File: src/rtl/kbd_wake_pkg.sv
package kbd_wake_pkg;
  localparam int FRAME_BITS = 11;
  localparam int BCNT_W     = $clog2(FRAME_BITS);
  localparam int WAKE_BIT   = 5;

  typedef enum logic [1:0] {
    RA_CODE = 2'd0,
    RA_STS  = 2'd1,
    RA_EN   = 2'd2
  } reg_addr_e;
endpackage

File: src/rtl/kbd_line_sync.sv
module kbd_line_sync #(
  parameter int STAGES = 2
) (
  input  logic clk,
  input  logic rst_n,
  input  logic din,
  output logic dout
);
  logic [STAGES-1:0] st_q;

  generate
    for (genvar i = 0; i < STAGES; i++) begin : g_stage
      if (i == 0) begin : g_first
        always_ff @(posedge clk or negedge rst_n)
          if (!rst_n) st_q[0] <= 1'b1;
          else        st_q[0] <= din;
      end else begin : g_next
        always_ff @(posedge clk or negedge rst_n)
          if (!rst_n) st_q[i] <= 1'b1;
          else        st_q[i] <= st_q[i-1];
      end
    end
  endgenerate

  assign dout = st_q[STAGES-1];
endmodule

File: src/rtl/kbd_frame_rx.sv
module kbd_frame_rx
  import kbd_wake_pkg::*;
#(
  parameter int TIMEOUT_CYC = 1000
) (
  input  logic              clk,
  input  logic              rst_n,
  input  logic              kclk_s,
  input  logic              kdat_s,
  output logic              byte_vld_o,
  output logic [7:0]        byte_o,
  output logic [BCNT_W-1:0] bit_cnt_o
);
  localparam int IDLE_W = $clog2(TIMEOUT_CYC + 1);
  localparam logic [BCNT_W-1:0] LAST_BIT = BCNT_W'(FRAME_BITS - 1);

  logic              kclk_d;
  logic              fall;
  logic [BCNT_W-1:0] bit_cnt_q;
  logic [FRAME_BITS-2:0] sh_q;
  logic [IDLE_W-1:0] idle_q;
  logic              frame_ok;

  assign fall = kclk_d & ~kclk_s;

  // sh_q[0]=start, sh_q[8:1]=data, sh_q[9]=parity; kdat_s is the stop bit
  assign frame_ok = (sh_q[0] == 1'b0) && (^sh_q[9:1] == 1'b1) && kdat_s;

  always_ff @(posedge clk or negedge rst_n) begin
    if (!rst_n) begin
      kclk_d     <= 1'b1;
      bit_cnt_q  <= '0;
      sh_q       <= '0;
      idle_q     <= '0;
      byte_vld_o <= 1'b0;
      byte_o     <= '0;
    end else begin
      kclk_d     <= kclk_s;
      byte_vld_o <= 1'b0;
      if (fall) begin
        idle_q <= '0;
        if (bit_cnt_q == LAST_BIT) begin
          bit_cnt_q <= '0;
          if (frame_ok) begin
            byte_vld_o <= 1'b1;
            byte_o     <= sh_q[8:1];
          end
        end else begin
          bit_cnt_q <= bit_cnt_q + 1'b1;
          sh_q      <= {kdat_s, sh_q[FRAME_BITS-2:1]};
        end
      end else if (bit_cnt_q == '0) begin
        idle_q <= '0;
      end else if (idle_q == IDLE_W'(TIMEOUT_CYC - 1)) begin
        idle_q    <= '0;
        bit_cnt_q <= '0;
      end else begin
        idle_q <= idle_q + 1'b1;
      end
    end
  end

  assign bit_cnt_o = bit_cnt_q;
endmodule

File: src/rtl/kbd_wake_regs.sv
module kbd_wake_regs
  import kbd_wake_pkg::*;
(
  input  logic       clk,
  input  logic       rst_n,
  input  logic       wr_i,
  input  logic [1:0] addr_i,
  input  logic [7:0] wdata_i,
  output logic [7:0] rdata_o,
  input  logic       match_i,
  output logic [7:0] code_o,
  output logic       sts_o,
  output logic       en_o,
  output logic       wake_o
);
  logic [7:0] code_q;
  logic       sts_q;
  logic       en_q;
  logic       clr;

  assign clr = wr_i && (addr_i == RA_STS) && wdata_i[WAKE_BIT];

  always_ff @(posedge clk or negedge rst_n) begin
    if (!rst_n) begin
      code_q <= '0;
      sts_q  <= 1'b0;
      en_q   <= 1'b0;
    end else begin
      if (wr_i && addr_i == RA_CODE) code_q <= wdata_i;
      if (wr_i && addr_i == RA_EN)   en_q   <= wdata_i[WAKE_BIT];
      if (match_i)  sts_q <= 1'b1;
      else if (clr) sts_q <= 1'b0;
    end
  end

  always_comb begin
    rdata_o = '0;
    case (addr_i)
      RA_CODE: rdata_o = code_q;
      RA_STS:  rdata_o[WAKE_BIT] = sts_q;
      RA_EN:   rdata_o[WAKE_BIT] = en_q;
      default: rdata_o = '0;
    endcase
  end

  assign code_o = code_q;
  assign sts_o  = sts_q;
  assign en_o   = en_q;
  assign wake_o = sts_q & en_q;
endmodule

File: src/rtl/kbd_wake_top.sv
module kbd_wake_top
  import kbd_wake_pkg::*;
#(
  parameter int TIMEOUT_CYC = 1000,
  parameter int SYNC_STAGES = 2
) (
  input  logic       clk,
  input  logic       sb_por_n,
  input  logic       kbd_clk_i,
  input  logic       kbd_dat_i,
  input  logic       reg_wr_i,
  input  logic [1:0] reg_addr_i,
  input  logic [7:0] reg_wdata_i,
  output logic [7:0] reg_rdata_o,
  output logic       wake_req_o
);
  logic              kclk_s, kdat_s;
  logic              frm_vld;
  logic [7:0]        frm_byte;
  logic [BCNT_W-1:0] bit_cnt;
  logic [7:0]        code;
  logic              sts, en;
  logic              match;

  kbd_line_sync #(.STAGES(SYNC_STAGES)) u_sync_clk (
    .clk(clk), .rst_n(sb_por_n), .din(kbd_clk_i), .dout(kclk_s));
  kbd_line_sync #(.STAGES(SYNC_STAGES)) u_sync_dat (
    .clk(clk), .rst_n(sb_por_n), .din(kbd_dat_i), .dout(kdat_s));

  kbd_frame_rx #(.TIMEOUT_CYC(TIMEOUT_CYC)) u_rx (
    .clk(clk), .rst_n(sb_por_n), .kclk_s(kclk_s), .kdat_s(kdat_s),
    .byte_vld_o(frm_vld), .byte_o(frm_byte), .bit_cnt_o(bit_cnt));

  assign match = frm_vld && (frm_byte == code);

  kbd_wake_regs u_regs (
    .clk(clk), .rst_n(sb_por_n), .wr_i(reg_wr_i), .addr_i(reg_addr_i),
    .wdata_i(reg_wdata_i), .rdata_o(reg_rdata_o), .match_i(match),
    .code_o(code), .sts_o(sts), .en_o(en), .wake_o(wake_req_o));
endmodule

File: config.mk
export PLATFORM = sky130hd
export DESIGN_NAME = kbd_wake_top
export DESIGN_NICKNAME = d
export VERILOG_FILES = /design/src/rtl/kbd_wake_pkg.sv /design/src/rtl/kbd_line_sync.sv /design/src/rtl/kbd_frame_rx.sv /design/src/rtl/kbd_wake_regs.sv /design/src/rtl/kbd_wake_top.sv
export SDC_FILE = /design/constraint.sdc
export NUM_CORES = 1
export LEC_CHECK = 0
export BUFFER_PORTS_ARGS = -buffer_cell sky130_fd_sc_hd__buf_4
export CORE_MARGIN = 1.5
export CORE_UTILIZATION = 40
export DETAILED_ROUTE_END_ITERATION = 6
export PLACE_DENSITY_LB_ADDON = 0.05
export SYNTH_ARGS = -nofsm -noshare
export SYNTH_HDL_FRONTEND = slang
export SYNTH_SLANG_ARGS = --single-unit
File: constraint.sdc
create_clock -name clk -period 3.4 [get_ports clk]
set_input_delay 0.68 -clock clk [delete_from_list [all_inputs] [get_ports clk]]
set_output_delay 0.68 -clock clk [all_outputs]
set_load 0.005 [all_outputs]
# After elaboration in Yosys (flattened, before gate mapping)
# Cells that the tools add are included.
[word_totals]
output_inout_bits = 9
regBits = 48
wordCells = 56
[op_classes]
n_reduce_logical = 15
eq_ne = 6
n_addsub = 2
bitwise = 5
mux = 15
[op_table]
columns = ["op", "n"]
rows = [
  ["10-bit two-way mux", 3],
  ["4-bit two-way mux", 4],
  ["10-bit by 1-bit adder with 10-bit output (second input constant)", 1],
  ["10-bit equality test (second input constant)", 1],
  ["9-bit XOR reduction", 1],
  ["8-bit equality test", 1],
  ["1-bit logical AND", 7],
  ["1-bit two-way mux", 5],
  ["5-bit two-way mux", 1],
  ["4-bit by 1-bit adder with 4-bit output (second input constant)", 1],
  ["4-bit equality test (second input constant)", 1],
  ["4-bit zero test", 1],
  ["2-bit AND reduction", 2],
  ["2-bit nonzero test", 2],
  ["1-bit inverter", 3],
  ["1-bit one-hot mux with 3 select lines", 1],
  ["3-bit AND reduction", 1],
  ["1-bit bitwise AND", 2],
  ["2-bit by 1-bit equality test with 1-bit output (second input constant)", 1],
  ["2-bit equality test (second input constant)", 1],
  ["2-bit zero test", 1],
  ["2-bit two-way mux", 1],
  ["2-bit by 1-bit != test with 1-bit output (second input constant)", 1],
]

# Depth between registers and ports, before layout
# Gate-level depths: netlist of run 1.
[logic_depth]
ltp_word = 6
mapped_depth = 7

# Hierarchy
# Synthesis of run 1 repeated with hierarchy kept, for this count alone.
[unflattened]
cells_unflattened = 172
area_unflattened_um2 = 2210.9
[modules_own_cells]
columns = ["module", "cells_per_inst", "area_each_um2", "instances", "seq_area_each_um2"]
rows = [
  ["kbd_frame_rx", 121, 1540.2, 1, 852.1],
  ["kbd_wake_regs", 35, 470.5, 1, 250.2],
  ["kbd_line_sync", 2, 52.6, 2, 52.6],
  ["kbd_wake_top", 12, 95.1, 1, 0.0],
]

# Least setup slack after synthesis of run 1
# Ideal clock, no wire load.
[synth_timing]
kind = "input to register"
start = "input port reg_addr_i[0]"
end = "register u_regs.code_q[0], in the netlist u_regs.code_o[0]"
arrival_ns = 1.676
path_stages = 4
path_slack_ns = 1.599
required_ns = 3.275
setup_ns = 0.125
cell_sequence = "nor2_1 -> and2_1 -> clkbuf_1 -> mux2_2"
[synth_via]
elab_chain_len = 2
[synth_rtl]
columns = ["element", "line_no", "rtl"]
rows = [
  ["start, declared", "kbd_wake_top.sv:12", "input logic [1:0] reg_addr_i,"],
  ["2-bit zero test", "kbd_wake_regs.sv:29", "if (wr_i && addr_i == RA_CODE) code_q <= wdata_i;"],
  ["1-bit logical AND", "kbd_wake_regs.sv:29", ""],
  ["end signal, assigned", "kbd_wake_regs.sv:29", ""],
  ["end, declared", "kbd_wake_regs.sv:16", "logic [7:0] code_q;"],
]
# No other way between the ends.
# A chain may end at the register's enable or synchronous reset.

# Worst setup path after layout of run 1
[layout_timing]
start = "input port reg_addr_i[0]"
end = "output port reg_rdata_o[4]"
[layout_via]
elab_chain_len = 2
[layout_rtl]
columns = ["element", "line_no", "rtl"]
rows = [
  ["2-bit zero test", "kbd_wake_regs.sv:38", "case (addr_i)"],
  ["5-bit two-way mux", "kbd_wake_regs.sv:38", ""],
  ["end, declared", "kbd_wake_top.sv:14", "output logic [7:0] reg_rdata_o,"],
]
# No other way between the ends.

==> results of run 1 <==
-- power by group --
part	switching [uW]	internal (uW)	total (uW)
registers	132	698	830
clock network	170	166	335
logic	186	321	508
-- cell families after synthesis --
logic type | share of synthesized area
simple gates | 0.144
flops | 0.543
compound gates | 0.0191
xor+xnor | 0.101
fa+ha+maj | 0.0225
mux | 0.156
buf+inv | 0.0141
-- final timing paths --
| kind | startpoint | cells after the start | slack (ps) | to |
|---|---|---|---|---|
| min in group asynchronous | sb_por_n | 1 | 390 | u_rx.idle_q[2]$_DFF_PN0_ |
| min | u_sync_clk.st_q[0]$_DFF_PN1_ | 0 | 360 | u_sync_clk.dout$_DFF_PN1_ |
| max in group asynchronous | sb_por_n | 1 | 2600 | u_rx.byte_vld_o$_DFF_PN0_ |
| max reg2reg | u_rx.bit_cnt_o[0]$_DFFE_PN0P_ | 6 | 1380 | u_rx.bit_cnt_o[2]$_DFFE_PN0P_ |
| max | reg_addr_i[0] | 4 | 1280 | reg_rdata_o[4] |
| min reg2reg | u_sync_clk.st_q[0]$_DFF_PN1_ | 0 | 360 | u_sync_clk.dout$_DFF_PN1_ |
-- cell usage after synthesis --
| master | instances | area, um^2 |
|---|---|---|
| inv_1 | 5 | 18.8 |
| nor2_1 | 16 | 60.1 |
| xnor2_1 | 13 | 114 |
| nor4bb_1 | 1 | 10.0 |
| nand2_1 | 5 | 18.8 |
| nand4b_1 | 2 | 17.5 |
| xor3_2 | 1 | 25.0 |
| dfrtp_1 | 43 | 1080 |
| nor2b_1 | 2 | 12.5 |
| nand3_1 | 8 | 40.0 |
| and3b_2 | 1 | 10.0 |
| o21ai_0 | 2 | 10.0 |
| mux2_2 | 28 | 315 |
| a21o_1 | 1 | 7.51 |
| and3_1 | 1 | 6.26 |
| nor3b_1 | 2 | 15.0 |
| a22o_1 | 1 | 8.76 |
| nor3_1 | 3 | 15.0 |
| nand4_1 | 3 | 18.8 |
| mux2i_4 | 1 | 22.5 |
| and2_1 | 9 | 56.3 |
| mux2i_1 | 1 | 10.0 |
| a221o_1 | 1 | 10.0 |
| dfstp_2 | 5 | 131 |
| nor4_1 | 2 | 12.5 |
| ha_1 | 4 | 50.1 |
| or3_1 | 1 | 6.26 |
| clkbuf_1 | 2 | 7.51 |
| nand3b_1 | 2 | 15.0 |
| xnor3_2 | 1 | 23.8 |
| o22ai_1 | 1 | 6.26 |
| nand2b_1 | 1 | 6.26 |
| buf_2 | 1 | 5.00 |
| xor2_1 | 7 | 61.3 |
-- cell usage in the layout (no fill, tap or decap), types with 2 or more instances in the layout --
master	instances
buf_4	23
xnor2_1	13
nor4_1	2
nand3b_1	2
nand4b_1	2
nor2_1	16
nand3_1	8
dfstp_2	5
ha_1	4
nor3b_1	2
nand4_1	3
nor3_1	3
and2_1	9
xor2_1	7
mux2_2	28
nor2b_1	2
inv_1	5
dfrtp_1	43
clkbuf_1	2
clkbuf_8	6
nand2_1	5
o21ai_0	2
-- final cells by class --
cell class / count / area, um^2
fillers: 484 / 2680
repair buffers: 23 / 173
multi-input cells: 121 / 985
flip-flops and latches: 48 / 1210
inverters: 5 / 18.8
clock buffers: 8 / 90.1
well taps: 70 / 87.6
-- sequential cells by signal, indices dropped and copies added (netlist names), 4 cells and up --
signal and cells:
u_regs.code_o 8, u_rx.sh_q 10, u_rx.idle_q 10, u_rx.bit_cnt_o 4, u_rx.byte_o 8
-- critical path, stage by stage --
cell,delay [ps]
buf_4,130
nor2_1,330
and2_1,200
buf_4,110
-- per-layer routing --
layer	vias to the layer above	part of all wire	routed length (um)
met5	-	0	0
met4	0	0.012	46
met3	5	0.043	159
met2	35	0.48	1780
met1	669	0.47	1750
li1	663	-	-
-- through the flow --
stage | util | area, um^2
global placement | 0.472 | 2470
floorplan | - | 2220
finish | 0.489 | 2560
CTS | 0.489 | 2560
global route | 0.489 | 2560
detailed placement | 0.472 | 2470
==> parameters.txt, run 1 <==
Parameter                              Value

Clock tree
  Clock root buffer ... clkbuf_8
  Hold buffer count at CTS ... 0
  Number of H-tree levels ... 2
  TritonCTS clock tree ... built
  Post-CTS setup repair buffer count ... 0
  Resized Gates After CTS ... 0
  Clock latency of the later-clocked register in the worst-skew pair ... 290 ps
  Maximum clock path buffer count ... 2
  Number of buffers created by CTS ... 5
  Clock slew at the register clock pins of the worst setup and hold paths ... 80 ps
  Clock sinks ... 48

STA
  Max-slew violation total from the final report ... 0
  Transition time of the tightest slew-check pin ... 616 ps
  Setup violations, final ... 0
  Relative slew slack ... 0.590
  Unrepaired setup endpoints after global routing ... no
  Hold_ws ... between 300 and 400 ps
  Worst Setup Slack, final ... 1280 ps
  Fraction of the cycle the final worst path needs ... 0.625
  Number of failing hold endpoints at the final stage ... 0
  Max Freq ... 471 MHz
  Worst clock skew ... approximately 4.1 ps
  Setup tns final ... 0 ps
  Post-layout min period ... 2120 ps

Placed design
  Cell total after placement ... 267
  Half-perimeter wire length of the detailed placement result ... 2800 um
  Worst slack, placed ... 1250 ps
  IO buf count ... 23
  Last weighted congestion value of the routability-driven placer ... 0.798

Global routing
  Remaining global-route overflow ... 0
  Met1 Resource Use GR ... 0.183
  GR Util All Layers ... 0.142
  Most utilized layer in the global route result ... met2
  GR Util met2 ... 0.227
  Global-route track usage on met3 ... 0.0424
  Number of antenna violations at the first check in global routing ... 0
  First-pass GRT wire length ... 6700 um
  Maximum number of pins on one net before global-route repair ... 49
  Via count of the first global-routing pass ... 1430

Critical path
  Critical path launch point type ... primary input
  CP required ... 2720 ps
  Type of the worst setup path ... primary input to primary output
  Arrival time of data at the critical path endpoint ... between 1000 and 1500 ps
  Critical path fanouts, max ... 8
  Nature of the critical path endpoint ... primary output

Routing
  Detailed-route via count ... 1372
  WL/cell ... about 14 um
  DRC violation total after the first TritonRoute iteration ... 48
  Number of remaining DRC errors ... 0
  Detailed-router iteration count before antenna repair ... 4
  Post-DR vias/cell ... 4.99
  Remaining antenna violation count ... 0
  Detailed-route wire length ... 3730 um

Run
  Max cap viols ... 0

Finish
  Final cell count without fillers ... 275
  Diode count ... 0
  Post-layout nets ... 223
  Synthesis-to-layout area growth ... 15.2%
  Share of final-layout standard cells stronger than drive strength 1 ... 0.322

Pwr
  Overall power consumption ... 1670 uW
  Worst VDD drop ... 399 uV
  Power Density ... approximately 650 nW/um^2
  Leak ... 0.00115 uW

Floorplanning
  Floorplan die width ... 77.6 um
  Number of top-level pins ... 24
  Initial core utilization ... 0.425
  Core area ... roughly 5200 um^2
  Die ar. ... 6010 um^2
  Die height ... 77.6 um
  Placement row count ... 26

Yosys
  Synthesized area per cell ... 12.6 um^2
  Synth Net Count ... 196
  Count of unique library cells instantiated by Yosys ... 34
  Register bit total from synthesis ... 48
  Count of warnings emitted by yosys ... 0
  Fraction of the yosys area taken by sequential cells ... 0.543
  Cell count after synthesis ... 177
  Area of the mapped netlist ... between 2000 and 2500 um^2

Outcome
  Run status ... finished clean

Worst hold path
  Hold crit path type ... flop to flop
(Power assumes the default switching activity.)
==> run 2, diff against run 1 <==
clock period = 2.05 ns   (was 3.4 ns; I/O delays follow)
==> run 2 against run 1 <==
Total power increased by 74%. Die area unchanged. Via count decreased by 0.29%. Largest power group unchanged. Clock power increased by 110%. Utilization increased by 0.88 points. Sequential share of layout area decreased by 0.84 points. Setup slack got worse by 1200 ps. Combinational power increased by 67%. Critical path depth unchanged.
==> parameters.txt, run 2 (same netlist as run 1, synthesis figures left out) <==
Parameter                              Value

Outcome
  Run status ... finished clean

Critical path
  Reg-to-reg setup timing slack ... 110 ps
  Critical path launch point type ... flop
  Cell Chain, Critical Path ... xnor2_1 > xnor3_2 > mux2i_4 > mux2_2
  CP required ... approximately 2200 ps
  Standard cell with the maximum stage delay on the critical path ... dfrtp_1
  Type of the worst setup path ... flop to flop
  Start point of the critical path ... u_rx.sh_q[7]$_DFFE_PN0P_
  Nature of the critical path endpoint ... flop
  R2R Path Start ... u_rx.sh_q[7]$_DFFE_PN0P_
  WP depth ... 4
  Number of cells on the worst reg-to-reg path ... 4
  Cell class contributing the biggest share of worst-path delay ... multiplexers
  Combined buffer and inverter count along the critical path ... 0
  Arrival time of data at the critical path endpoint ... 2130 ps
  Largest incremental delay on the critical path ... 430 ps
  Reg-to-reg critical path endpoint ... u_rx.byte_o[4]$_DFFE_PN0P_
  Critical path fanouts, max ... 8

STA
  Number of failing hold endpoints at the final stage ... 0
  Unrepaired setup endpoints after global routing ... no
  Relative slew slack ... 0.607
  Max Freq ... approximately 510 MHz
  Post-layout min period ... around 1900 ps
  Transition time of the tightest slew-check pin ... 589 ps
  Max-slew violation total from the final report ... 0
  Setup violations, final ... 0
  Worst clock skew ... ~8.6 ps
  Fraction of the cycle the final worst path needs ... 0.948
  Hold_ws ... 105 ps
  Setup tns final ... 0 ps

Pwr
  Power Density ... 1120 nW/um^2
  Worst VDD drop ... 661 uV
  Leak ... 0.00117 uW
  Overall power consumption ... 2920 uW

Clock tree
  Clock latency of the later-clocked register in the worst-skew pair ... about 300 ps
  Maximum clock path buffer count ... 2
  Clock slew at the register clock pins of the worst setup and hold paths ... ~90 ps
  Post-CTS setup repair buffer count ... 0
  Number of buffers created by CTS ... 5
  Clock sinks ... 48
  Number of H-tree levels ... 2
  Clock root buffer ... clkbuf_8
  TritonCTS clock tree ... built

Global routing
  Via count of the first global-routing pass ... around 1400
  GR Util All Layers ... 0.139
  Remaining global-route overflow ... 0
  First-pass GRT wire length ... around 6600 um
  Maximum number of pins on one net before global-route repair ... 49
  Number of antenna violations at the first check in global routing ... 0

Routing
  DRT met1 WL ... around 1800 um
  Post-DR vias/cell ... ~4.9
  WL/cell ... 13.4 um
  Detailed-router iteration count before antenna repair ... 4
  Remaining antenna violation count ... 0
  Detailed-route via count ... approximately 1400
  Number of remaining DRC errors ... 0
  DRC violation total after the first TritonRoute iteration ... 71
  Detail Route met3 WL ... a little under 100 um
  Detailed-route wire length ... 3710 um
  Met2 layer wire length in the routed design ... ~1800 um
  Highest metal layer with signal wires ... met4

Floorplanning
  Die height ... roughly 78 um
  Initial core utilization ... 0.425
  Die ar. ... 6010 um^2
  Number of top-level pins ... 24
  Floorplan die width ... roughly 78 um
  Placement row count ... 26
  Core area ... between 5000 and 6000 um^2

Placed design
  Half-perimeter wire length of the detailed placement result ... 2740 um
  Last weighted congestion value of the routability-driven placer ... around 0.76
  IO buf count ... 23

Run
  Max cap viols ... 0

Finish
  Post-layout nets ... 225
  Share of final-layout standard cells stronger than drive strength 1 ... 0.343
  Synthesis-to-layout area growth ... 17.3%
  Diode count ... 0
  Commonest non-fill, non-tap cell in the layout ... dfrtp_1
  Top flop regs ... u_rx.idle_q (10), u_rx.sh_q (10)
  Commonest cells after routing, fill and taps aside ... dfrtp_1, mux2_2, buf_4

Worst hold path
  Hold crit path type ... primary input to asynchronous set/reset pin
run 2: cell types whose count changed in the layout (fill, tap and decap cells not counted), sizes merged:
cell / delta
clkbuf: -3
clkinvlp: +1
buf: +2
inv: +1
bufinv: +1
run 2: timing repair:
| action | in CTS | in global routing |
|---|---|---|
| endpoints found under the setup margin | 0 | 4 |
| hold buffers | 0 | 0 |
| endpoints found under the hold margin | 0 | 0 |
| gates resized for setup | 0 | 1 |
run 2: metal layers:
metal	vias to the layer above	track usage
li1	669	-
met1	677	0.181
met2	18	0.229
met3	4	0.0376
met4	0	0.0382
met5	-	0
run 2: power breakdown:
group | internal [uW] | switching (uW)
clock | 367 | 320
combinational | 536 | 312
sequential | 1160 | 227
run 2: worst max path at each step:
stage                            endpoint
2_1_floorplan  u_rx.byte_o[0]$_DFFE_PN0P_
5_1_grt        u_rx.byte_o[4]$_DFFE_PN0P_
6_report       u_rx.byte_o[4]$_DFFE_PN0P_
4_1_cts        u_rx.byte_o[4]$_DFFE_PN0P_
3_3_place_gp   u_rx.byte_o[0]$_DFFE_PN0P_
3_5_place_dp   u_rx.byte_o[4]$_DFFE_PN0P_
run 2: layout make-up:
cell class              instances  area (um^2)
well taps                      70         87.6
flip-flops and latches         48         1210
inverters                       5         18.8
clock inverters                 3         46.3
repair buffers                 25          188
fillers                       479         2630
multi-input cells             121          991
clock buffers                   5         68.8
run 2: stage by stage:
stage	std cells	util	setup slack, ps	instance area, um^2
floorplan	177	-	257	2220
global placement	269	0.475	149	2490
detailed placement	269	0.475	77.1	2490
CTS	277	0.497	75.2	2600
global route	277	0.498	12.0	2610
finish	277	0.498	107	2610
==> run 3, diff against run 2 <==
SKIP_CTS_REPAIR_TIMING = 1   (was default)
SLEW_MARGIN = 30   (was default)
SYNTH_HIERARCHICAL = 1   (was default)
==> run 3 against run 2 <==
Die area fell by 0.54%. Highest routed layer unchanged. Combinational power fell by 13%. Clock skew fell by 2.3 ps.
==> parameters.txt, run 3 <==
Parameter                              Value

Yosys
  Count of warnings emitted by yosys ... 6
  Predominant post-synthesis flop cell ... dfrtp_1
  Most instantiated library cell after synthesis ... dfrtp_1
  Area of the mapped netlist ... 2210 um^2
  Cell count after synthesis ... 172
  Async set-or-reset flop fraction in the synthesized netlist ... 1.00
  Yosys top cell by area ... dfrtp_1
  Synth Net Count ... 191
  Number of flops mapped to enable cells by yosys ... 0
  Count of unique library cells instantiated by Yosys ... 33
  Fraction of the yosys area taken by sequential cells ... 0.546
  Synthesized area per cell ... about 13 um^2
  Register bit total from synthesis ... 48
  List of most frequent post-synthesis cells ... dfrtp_1, mux2_2, xnor2_1, nor2_1, and2_1
  Share of Yosys cell area claimed by the top area cell type ... 0.487
  Synth top area cells ... dfrtp_1, mux2_2, xnor2_1, dfstp_2, and2_1

STA
  Worst clock skew ... 6.30 ps
  Relative slew slack ... 0.596
  Max Freq ... 536 MHz
  Post-layout min period ... 1870 ps
  Fraction of the cycle the final worst path needs ... 0.910
  Setup violations, final ... 0
  Number of failing hold endpoints at the final stage ... 0
  Setup tns final ... 0 ps
  Worst Setup Slack, final ... 184 ps
  Unrepaired setup endpoints after global routing ... no
  Transition time of the tightest slew-check pin ... 606 ps
  Max-slew violation total from the final report ... 0

Critical path
  CP required ... 2240 ps
  Type of the worst setup path ... flop to flop
  Nature of the critical path endpoint ... flop
  Critical path fanouts, max ... 9
  Arrival time of data at the critical path endpoint ... 2050 ps
  Critical path launch point type ... flop

Outcome
  Run status ... finished clean

Routing
  DRC violation total after the first TritonRoute iteration ... 69
  Remaining antenna violation count ... 0
  Met2 layer wire length in the routed design ... about 1800 um
  Detailed-router iteration count before antenna repair ... 4
  Detail Route met3 WL ... between 200 and 250 um
  WL/cell ... 14.1 um
  Detailed-route via count ... 1355
  Post-DR vias/cell ... ~5
  DRT met1 WL ... 1740 um
  Detailed-route wire length ... 3840 um
  Number of remaining DRC errors ... 0
  Highest metal layer with signal wires ... met4

Global routing
  Maximum number of pins on one net before global-route repair ... 49
  First-pass GRT wire length ... 6730 um
  Number of antenna violations at the first check in global routing ... 0
  GR Util All Layers ... 0.144
  Remaining global-route overflow ... 0
  Via count of the first global-routing pass ... ~1400

Clock tree
  Clock slew at the register clock pins of the worst setup and hold paths ... roughly 90 ps
  Clock latency of the later-clocked register in the worst-skew pair ... 290 ps
  Clock sinks ... 48
  Clock root buffer ... clkbuf_8
  Maximum clock path buffer count ... 2
  Number of H-tree levels ... 2
  TritonCTS clock tree ... built
  Number of buffers created by CTS ... 5

Finish
  Synthesis-to-layout area growth ... 16.5%
  Top flop regs ... u_rx/idle_q (10), u_rx/sh_q (10)
  Commonest non-fill, non-tap cell in the layout ... dfrtp_1
  Post-layout nets ... 220
  Share of final-layout standard cells stronger than drive strength 1 ... 0.332
  Commonest cells after routing, fill and taps aside ... dfrtp_1, mux2_2, buf_4
  Diode count ... 0

Floorplanning
  Floorplan die width ... 77.3 um
  Core area ... 5200 um^2
  Placement row count ... 26
  Number of top-level pins ... 24
  Die ar. ... about 6000 um^2
  Die height ... 77.3 um
  Initial core utilization ... 0.425

Pwr
  Worst VDD drop ... around 480 uV
  Leak ... 0.00116 uW
  Power Density ... about 1000 nW/um^2

Placed design
  Last weighted congestion value of the routability-driven placer ... roughly 0.7
  IO buf count ... 23
  Half-perimeter wire length of the detailed placement result ... 2760 um
  Worst slack, placed ... 113 ps

Worst hold path
  Hold crit path type ... primary input to asynchronous set/reset pin

Run
  Max cap viols ... 0
run 3: critical path, stage by stage (launching register included):
cell and delay (ps):
dfrtp_1 420, xor2_1 170, xnor3_1 440, mux2i_4 260, buf_12 150, mux2_2 330
run 3: cells by family after synthesis:
kind of cell | after synthesis | synth area share
simple gates | 57 | 0.149
mux | 29 | 0.152
xor+xnor | 21 | 0.0956
flops | 48 | 0.546
buf+inv | 5 | 0.00849
compound gates | 8 | 0.0260
fa+ha+maj | 4 | 0.0226
run 3: per-stage QoR:
step	hold WS, ps	std cells	instance area, um^2	util	power (uW)
floorplan	114	172	2210	-	1920
global placement	349	263	2460	0.473	2080
detailed placement	348	263	2460	0.473	2130
CTS	139	271	2560	0.491	2710
global route	154	272	2580	0.495	2850
finish	98.6	272	2580	0.495	2670
run 3: layer usage:
metal / track usage / vias to the layer above
met1: 0.176 / 660
met2: 0.246 / 33
met5: 0 / -
met3: 0.0424 / 6
met4: 0.0436 / 0
li1: - / 656
run 3: path summary, 6_finish.rpt:
check                                             startpoint                           end  slack [ps]  cells past startpoint
worst min register to register  u_sync_dat/st_q[0]$_DFF_PN1_     u_sync_dat/dout$_DFF_PN1_         360                      0
max in group asynchronous                           sb_por_n      u_rx/sh_q[2]$_DFFE_PN0P_        1520                      1
min in group clk                                   kbd_dat_i  u_sync_dat/st_q[0]$_DFF_PN1_         220                      1
worst min-delay path                                sb_por_n  u_regs/code_o[6]$_DFFE_PN0P_         100                      1
worst max register to register      u_rx/sh_q[3]$_DFFE_PN0P_    u_rx/byte_o[6]$_DFFE_PN0P_         180                      5
worst max-delay path                u_rx/sh_q[3]$_DFFE_PN0P_    u_rx/byte_o[6]$_DFFE_PN0P_         180                      5
run 3: layout make-up:
type	count	area [um^2]
Clock buffer	6	82.6
Clock inverter	2	10.0
Fill cell	484	2630
Inverter	3	11.3
Multi-Input combinational cell	119	985
Sequential cell	48	1210
Tap cell	70	87.6
Timing Repair Buffer	24	193
run 3: power breakdown:
group          leakage [uW]  switching (uW)  internal, uW
clock             0.0000510             307           270
sequential         0.000606             200          1150
combinational      0.000499             276           462
total               0.00116             783          1880
